--- config.mk ---
export PLATFORM = sky130hd
export DESIGN_NAME = flash_prog_ctrl
export DESIGN_NICKNAME = d
export VERILOG_FILES = /design/src/rtl/fpc_pkg.sv /design/src/rtl/fpc_datapath.sv /design/src/rtl/fpc_control.sv /design/src/rtl/flash_prog_ctrl.sv
export SDC_FILE = /design/constraint.sdc
export NUM_CORES = 1
export LEC_CHECK = 0
export BUFFER_PORTS_ARGS = -buffer_cell sky130_fd_sc_hd__buf_4
export CAP_MARGIN = 10
export CORE_MARGIN = 1.5
export CORE_UTILIZATION = 57
export CTS_CLUSTER_SIZE = 14
export DETAILED_ROUTE_END_ITERATION = 12
export PLACE_DENSITY_LB_ADDON = 0.3
export SYNTH_ARGS = -nofsm -noshare
export SYNTH_HDL_FRONTEND = slang
export SYNTH_SLANG_ARGS = --single-unit
--- constraint.sdc ---
create_clock -name clk -period 5.5 [get_ports clk]
set_clock_uncertainty 0.2 [all_clocks]
set_input_delay 0.275 -clock clk [delete_from_list [all_inputs] [get_ports clk]]
set_output_delay 0.275 -clock clk [all_outputs]
set_load 0.01 [all_outputs]
--- src/rtl/fpc_pkg.sv ---
package fpc_pkg;

  typedef enum logic [1:0] {
    OP_NONE  = 2'b00,
    OP_ERASE = 2'b01,
    OP_WRITE = 2'b10,
    OP_RSVD  = 2'b11
  } fpcOpT;

  typedef enum logic [1:0] {
    ST_IDLE,
    ST_ERASE,
    ST_PROG,
    ST_ABORT
  } fpcStateT;

  // strobes from the sequencer to the datapath
  typedef struct packed {
    logic loadErase;
    logic loadWrite;
    logic nextHalf;
    logic startAbort;
  } fpcStrobeT;

endpackage

--- src/rtl/fpc_datapath.sv ---
module fpc_datapath
  import fpc_pkg::*;
#(
  parameter int ADDR_W     = 17,
  parameter int LEN_W      = 4,
  parameter int PAGE_BYTES = 512,
  parameter int TIMER_W    = 19,
  parameter int ERASE_CYC  = 409600,
  parameter int WRITE_CYC  = 1024,
  parameter int ABORT_CYC  = 10
) (
  input  logic              clk,
  input  logic              rstN,
  input  fpcStrobeT         strobe,
  input  logic [ADDR_W-1:0] cmdAddr,
  input  logic [LEN_W-1:0]  cmdLen,
  input  logic [15:0]       wrData,
  output logic              timerZero,
  output logic              lastHalf,
  output logic [ADDR_W-1:0] arrAddr,
  output logic [15:0]       arrData
);

  localparam int PAGE_LSB = $clog2(PAGE_BYTES);
  localparam logic [ADDR_W-1:0] PAGE_MASK = ADDR_W'(PAGE_BYTES - 1);
  localparam logic [TIMER_W-1:0] ERASE_LOAD = TIMER_W'(ERASE_CYC - 1);
  localparam logic [TIMER_W-1:0] WRITE_LOAD = TIMER_W'(WRITE_CYC - 1);
  localparam logic [TIMER_W-1:0] ABORT_LOAD = TIMER_W'(ABORT_CYC - 1);

  logic [TIMER_W-1:0] timer;
  logic [LEN_W-1:0]   remain;

  // cycle timer for erase, program and abort phases
  always_ff @(posedge clk or negedge rstN) begin
    if (!rstN) begin
      timer <= '0;
    end else if (strobe.loadErase) begin
      timer <= ERASE_LOAD;
    end else if (strobe.loadWrite || strobe.nextHalf) begin
      timer <= WRITE_LOAD;
    end else if (strobe.startAbort) begin
      timer <= ABORT_LOAD;
    end else if (timer != '0) begin
      timer <= timer - 1'b1;
    end
  end

  // address, halfword count and data latches
  always_ff @(posedge clk or negedge rstN) begin
    if (!rstN) begin
      arrAddr <= '0;
      remain  <= '0;
      arrData <= '0;
    end else begin
      if (strobe.loadErase) begin
        arrAddr <= cmdAddr & ~PAGE_MASK;
      end else if (strobe.loadWrite) begin
        arrAddr <= cmdAddr;
      end else if (strobe.nextHalf) begin
        arrAddr <= arrAddr + ADDR_W'(2);
      end
      if (strobe.loadWrite) begin
        remain <= cmdLen;
      end else if (strobe.nextHalf) begin
        remain <= remain - 1'b1;
      end
      if (strobe.loadWrite || strobe.nextHalf) begin
        arrData <= wrData;
      end
    end
  end

  assign timerZero = (timer == '0);
  assign lastHalf  = (remain == '0);

  p_page_aligned_r2: assert property (@(posedge clk) disable iff (!rstN)
    strobe.loadErase |=> (arrAddr[PAGE_LSB-1:0] == '0));

  p_half_step_r3: assert property (@(posedge clk) disable iff (!rstN)
    strobe.nextHalf |=> (arrAddr == $past(arrAddr) + ADDR_W'(2)));

  p_count_down_r3: assert property (@(posedge clk) disable iff (!rstN)
    strobe.nextHalf |=> (remain == $past(remain) - 1'b1));

  p_timer_bound_r6: assert property (@(posedge clk) disable iff (!rstN)
    strobe.startAbort |=> (timer == ABORT_LOAD));

endmodule

--- src/rtl/fpc_control.sv ---
module fpc_control
  import fpc_pkg::*;
(
  input  logic       clk,
  input  logic       rstN,
  input  logic       cmdValid,
  input  logic [1:0] cmdOp,
  input  logic       cmdAddrLsb,
  input  logic       irqPending,
  input  logic       timerZero,
  input  logic       lastHalf,
  output fpcStrobeT  strobe,
  output logic       busy,
  output logic       done,
  output logic       aborted,
  output logic       cmdError,
  output logic       arrErase,
  output logic       arrProg
);

  fpcStateT state, nextState;
  logic finish, abortEnd, reject, accepted;

  always_comb begin
    strobe    = '0;
    nextState = state;
    finish    = 1'b0;
    abortEnd  = 1'b0;
    reject    = 1'b0;
    case (state)
      ST_IDLE: begin
        if (cmdValid) begin
          if (fpcOpT'(cmdOp) == OP_ERASE) begin
            strobe.loadErase = 1'b1;
            nextState        = ST_ERASE;
          end else if (fpcOpT'(cmdOp) == OP_WRITE && !cmdAddrLsb) begin
            strobe.loadWrite = 1'b1;
            nextState        = ST_PROG;
          end else begin
            reject = 1'b1;
          end
        end
      end
      ST_ERASE: begin
        if (irqPending) begin
          strobe.startAbort = 1'b1;
          nextState         = ST_ABORT;
        end else if (timerZero) begin
          finish    = 1'b1;
          nextState = ST_IDLE;
        end
      end
      ST_PROG: begin
        if (irqPending) begin
          strobe.startAbort = 1'b1;
          nextState         = ST_ABORT;
        end else if (timerZero) begin
          if (lastHalf) begin
            finish    = 1'b1;
            nextState = ST_IDLE;
          end else begin
            strobe.nextHalf = 1'b1;
          end
        end
      end
      default: begin
        if (timerZero) begin
          abortEnd  = 1'b1;
          nextState = ST_IDLE;
        end
      end
    endcase
  end

  assign accepted = strobe.loadErase | strobe.loadWrite;

  always_ff @(posedge clk or negedge rstN) begin
    if (!rstN) begin
      state    <= ST_IDLE;
      done     <= 1'b0;
      aborted  <= 1'b0;
      cmdError <= 1'b0;
    end else begin
      state <= nextState;
      if (accepted) begin
        done     <= 1'b0;
        aborted  <= 1'b0;
        cmdError <= 1'b0;
      end else begin
        if (reject || (cmdValid && state != ST_IDLE)) cmdError <= 1'b1;
        if (finish)   done    <= 1'b1;
        if (abortEnd) aborted <= 1'b1;
      end
    end
  end

  assign busy     = (state != ST_IDLE);
  assign arrErase = (state == ST_ERASE);
  assign arrProg  = (state == ST_PROG);

  p_busy_cmd_flagged_r5: assert property (@(posedge clk) disable iff (!rstN)
    (busy && cmdValid) |=> cmdError);

  p_bad_cmd_idle_r4: assert property (@(posedge clk) disable iff (!rstN)
    (!busy && cmdValid && cmdOp == OP_WRITE && cmdAddrLsb) |=> (!busy && cmdError));

  p_abort_drops_strobe_r6: assert property (@(posedge clk) disable iff (!rstN)
    ((arrErase || arrProg) && irqPending) |=> (busy && !arrErase && !arrProg));

  p_status_exclusive_r7: assert property (@(posedge clk) disable iff (!rstN)
    !(done && aborted));

  p_idle_stays_r8: assert property (@(posedge clk) disable iff (!rstN)
    (!busy && !cmdValid) |=> !busy);

endmodule

--- src/rtl/flash_prog_ctrl.sv ---
module flash_prog_ctrl
  import fpc_pkg::*;
#(
  parameter int CLK_HZ     = 20_480_000,
  parameter int ADDR_W     = 17,
  parameter int LEN_W      = 4,
  parameter int PAGE_BYTES = 512,
  parameter int ABORT_CYC  = 10
) (
  input  logic              clk,
  input  logic              rstN,
  input  logic              cmdValid,
  input  logic [1:0]        cmdOp,
  input  logic [ADDR_W-1:0] cmdAddr,
  input  logic [LEN_W-1:0]  cmdLen,
  input  logic [15:0]       wrData,
  input  logic              irqPending,
  output logic              dataTake,
  output logic              arrErase,
  output logic              arrProg,
  output logic [ADDR_W-1:0] arrAddr,
  output logic [15:0]       arrData,
  output logic              fetchStall,
  output logic              busy,
  output logic              done,
  output logic              aborted,
  output logic              cmdError
);

  // 20 ms erase, 50 us halfword program
  localparam int ERASE_CYC = CLK_HZ / 50;
  localparam int WRITE_CYC = CLK_HZ / 20000;
  localparam int MAX_CYC   = (ERASE_CYC > ABORT_CYC) ? ERASE_CYC : ABORT_CYC;
  localparam int TIMER_W   = $clog2(MAX_CYC + 1);

  fpcStrobeT strobe;
  logic timerZero, lastHalf;

  fpc_control u_control (
    .clk        (clk),
    .rstN       (rstN),
    .cmdValid   (cmdValid),
    .cmdOp      (cmdOp),
    .cmdAddrLsb (cmdAddr[0]),
    .irqPending (irqPending),
    .timerZero  (timerZero),
    .lastHalf   (lastHalf),
    .strobe     (strobe),
    .busy       (busy),
    .done       (done),
    .aborted    (aborted),
    .cmdError   (cmdError),
    .arrErase   (arrErase),
    .arrProg    (arrProg)
  );

  fpc_datapath #(
    .ADDR_W     (ADDR_W),
    .LEN_W      (LEN_W),
    .PAGE_BYTES (PAGE_BYTES),
    .TIMER_W    (TIMER_W),
    .ERASE_CYC  (ERASE_CYC),
    .WRITE_CYC  (WRITE_CYC),
    .ABORT_CYC  (ABORT_CYC)
  ) u_datapath (
    .clk       (clk),
    .rstN      (rstN),
    .strobe    (strobe),
    .cmdAddr   (cmdAddr),
    .cmdLen    (cmdLen),
    .wrData    (wrData),
    .timerZero (timerZero),
    .lastHalf  (lastHalf),
    .arrAddr   (arrAddr),
    .arrData   (arrData)
  );

  assign dataTake   = strobe.loadWrite | strobe.nextHalf;
  assign fetchStall = busy;

endmodule

==> results.yml <==
synthesis:
  syn_area_um2: 3280
  syn_inst: 321
  yosysMostFrequentCell: "dfrtp_1"
  synth_commonest_cells: "dfrtp_1 (61), o21ai_0 (33), xnor2_1 (26), nand2_1 (19), nor2_1 (17)"
  async_flop_share_pct: 100
  synth_ff_type: "dfrtp_1"
  avgSynthCellArea_um2: 10.2
  yosys.area.top_type_share_pct: 46.5
  synth_area_leader_cell: "dfrtp_1"
  synth_fp_nets: 373
  ys_seq_area_share_pct: 46.5
  synth_warnings: 0
  ys_types: 48
  synth_area_leaders: "dfrtp_1 (47%), xnor2_1 (6.9%), mux2_2 (5.5%), o21ai_0 (5.0%), ha_1 (3.4%)"
  synth_edf_count: 0
  ys_ff_latch: 61
route:
  drt_pass1_iterations: 4
  drc: 0
  drt-wirelength-per-cell_um: 17.6
  drtIter0Drc: 165
  antenna_left: 0
  wirelength_mm: 8.95
  vias_per_cell: 5.77
  vias: 2926
clock_tree:
  holdBufCountCts: 28
  cts_max_level: 3
  cts_buffer_depth: 2
  ctsResizeCount: 0
  post_cts_buffers: 0
  numCtsBuffers: 9
  cts_tree: "yes"
  cts-root-buf: "clkbuf_8"
  clock_latency_ns: 0.36
  cts.clk_slew.worst_paths_ns: 0.09
  cts_sinks: 61
pwr:
  p_leak_nw: 1.97
  peakVddDrop_mv: 0.302
  p_per_area_nw_per_um2: 513
die:
  ios: 84
  dieArea_um2: 6220
  rows: 27
  coreArea_um2: 5540
  fp.dieH_um: 78.9
  start_util_pct: 59.2
  die_width_um: 78.9
timing:
  min_period_ns: 3.78
  slew_violations: 0
  max_freq_ghz: 0.264
  rsz0062_at_grt: "false"
  worst_slew_pin_slew_ns: 0.922
  hold_viol_final: 2
  tns_ns: 0
  final-setup-viol-count: 0
  period_share_pct: 68.8
  slew_headroom_pct: 38.6
  holdWs_ns: -0.00171
setup_path:
  crit_type: "reg2out"
  worst_ep_arrival_time_ns: 3.31
  end_kind: "primary output"
  cp.required_ns: 5.03
  cp_max_fo: 17
  reg2regPathDepth: 5
  critPathLaunchType: "flip-flop"
cells_and_area:
  nNetsFinal: 482
  antennaDiodeCount: 0
  synthToLayoutAreaGrowth_pct: 35.0
  fin_area_um2: 4430
  drive_above_1_share_pct: 28.3
global_routing:
  grt_pass1_wl_mm: 14.2
  grt_overflow_total: 0
  grt_pass1_vias: 3038
  antenna_found_initial: 0
  grt_max_degree: 62
  track_usage_pct: 30.2
worst_hold_path:
  whs_path_depth: 3
  min_path_type: "in2reg"
placed_design:
  dpl_cell_area_um2: 3930
  place_congestion: 0.855
  portBuffers: 83
  hpwl_mm: 5.59
run_status:
  violations: "hold timing"
  status: "finished, violations left"
run:
  drv_cap: 0
==> layer usage <==
layer	GRT usage (%)	up-vias	share of wire [%]
met2	53.4	99	52
met5	0	-	0
li1	-	1377	-
met4	14.0	0	2.6
met3	7.13	23	4.9
met1	34.6	1427	40
==> where the power goes <==
part / internal (mW) / total [mW] / switching [mW]
clock: 0.257 / 0.462 / 0.205
sequential: 0.644 / 0.854 / 0.210
combinational: 0.475 / 0.955 / 0.480
==> cells by family (layout without fill, tap and decap cells) <==
logic type      after synthesis  count (layout)  synth area share, %
simple gates                112             112                 20.4
compound gates               63              63                 11.1
flops                        61              61                 46.5
xor+xnor                     34              34                 9.08
buf+inv                      24             138                 3.36
mux                          18              18                 6.10
fa+ha+maj                     9               9                 3.43
==> registers in the layout (all words and copies together), names as in the netlist <==
register / count
u_datapath.timer: 19
u_datapath.arrAddr: 17
u_datapath.arrData: 16
u_datapath.remain: 4
u_control.state: 2
u_control.aborted: 1
u_control.cmdError: 1
u_control.done: 1
==> cells in the final DEF (no fill, tap or decap), types with 4 or more instances in the layout <==
master         instances
a21oi_1               14
and2_1                 4
and3_1                 6
buf_4                 83
clkbuf_8               9
dfrtp_1               61
dlygate4sd3_1         28
ha_1                   9
inv_1                 11
mux2_2                16
nand2_1               19
nand3_1                7
nand4_1                9
nor2_1                17
nor3_1                 9
nor4_1                12
o21ai_0               33
or3_1                  4
or4_1                  4
xnor2_1               26
xor2_1                 8
==> critical path, stage by stage, from the launching register on <==
cell     delay [ns]
dfrtp_1        0.46
or4_1          0.70
nor4_4         0.46
nand2_1        0.28
o21ai_2        0.79
buf_4          0.26
==> per-stage QoR <==
| step | utilization [%] | total power [mW] | std cells | setup slack, ns |
|---|---|---|---|---|
| 2_1_floorplan | - | 1.39 | 321 | 2.74 |
| 3_3_place_gp | 70.8 | 1.71 | 463 | 2.32 |
| 3_5_place_dp | 70.8 | 1.75 | 463 | 2.23 |
| 4_1_cts | 79.9 | 2.23 | 507 | 1.85 |
| 5_1_grt | 79.9 | 2.40 | 507 | 1.64 |
| 6_report | 79.9 | 2.27 | 507 | 1.72 |
==> cell type report <==
class / instances / area [µm²]
well taps: 72 / 90.1
multi-input cells: 236 / 1640
inverters: 11 / 41.3
fillers: 367 / 1110
clock inverters: 7 / 98.8
clock buffers: 9 / 124
flip-flops and latches: 61 / 1530
repair buffers: 111 / 903
==> worst paths after layout <==
| check | endpoint | slack, ns | start |
|---|---|---|---|
| max | dataTake | 1.72 | u_datapath.timer[9]$_DFFE_PN0P_ |
| min | u_datapath.remain[3]$_DFFE_PN0P_ | -0.002 | cmdLen[3] |
| max reg2reg | u_datapath.arrData[9]$_DFFE_PN0P_ | 2.05 | u_datapath.timer[9]$_DFFE_PN0P_ |
| min reg2reg | u_datapath.arrAddr[0]$_DFFE_PN0P_ | 0.30 | u_datapath.arrAddr[0]$_DFFE_PN0P_ |
| max in group asynchronous | u_control.state[1]$_DFFE_PN0P_ | 4.23 | rstN |
| min in group asynchronous | u_datapath.arrData[9]$_DFFE_PN0P_ | 0.32 | rstN |
Power figures use the tool's default switching activity.
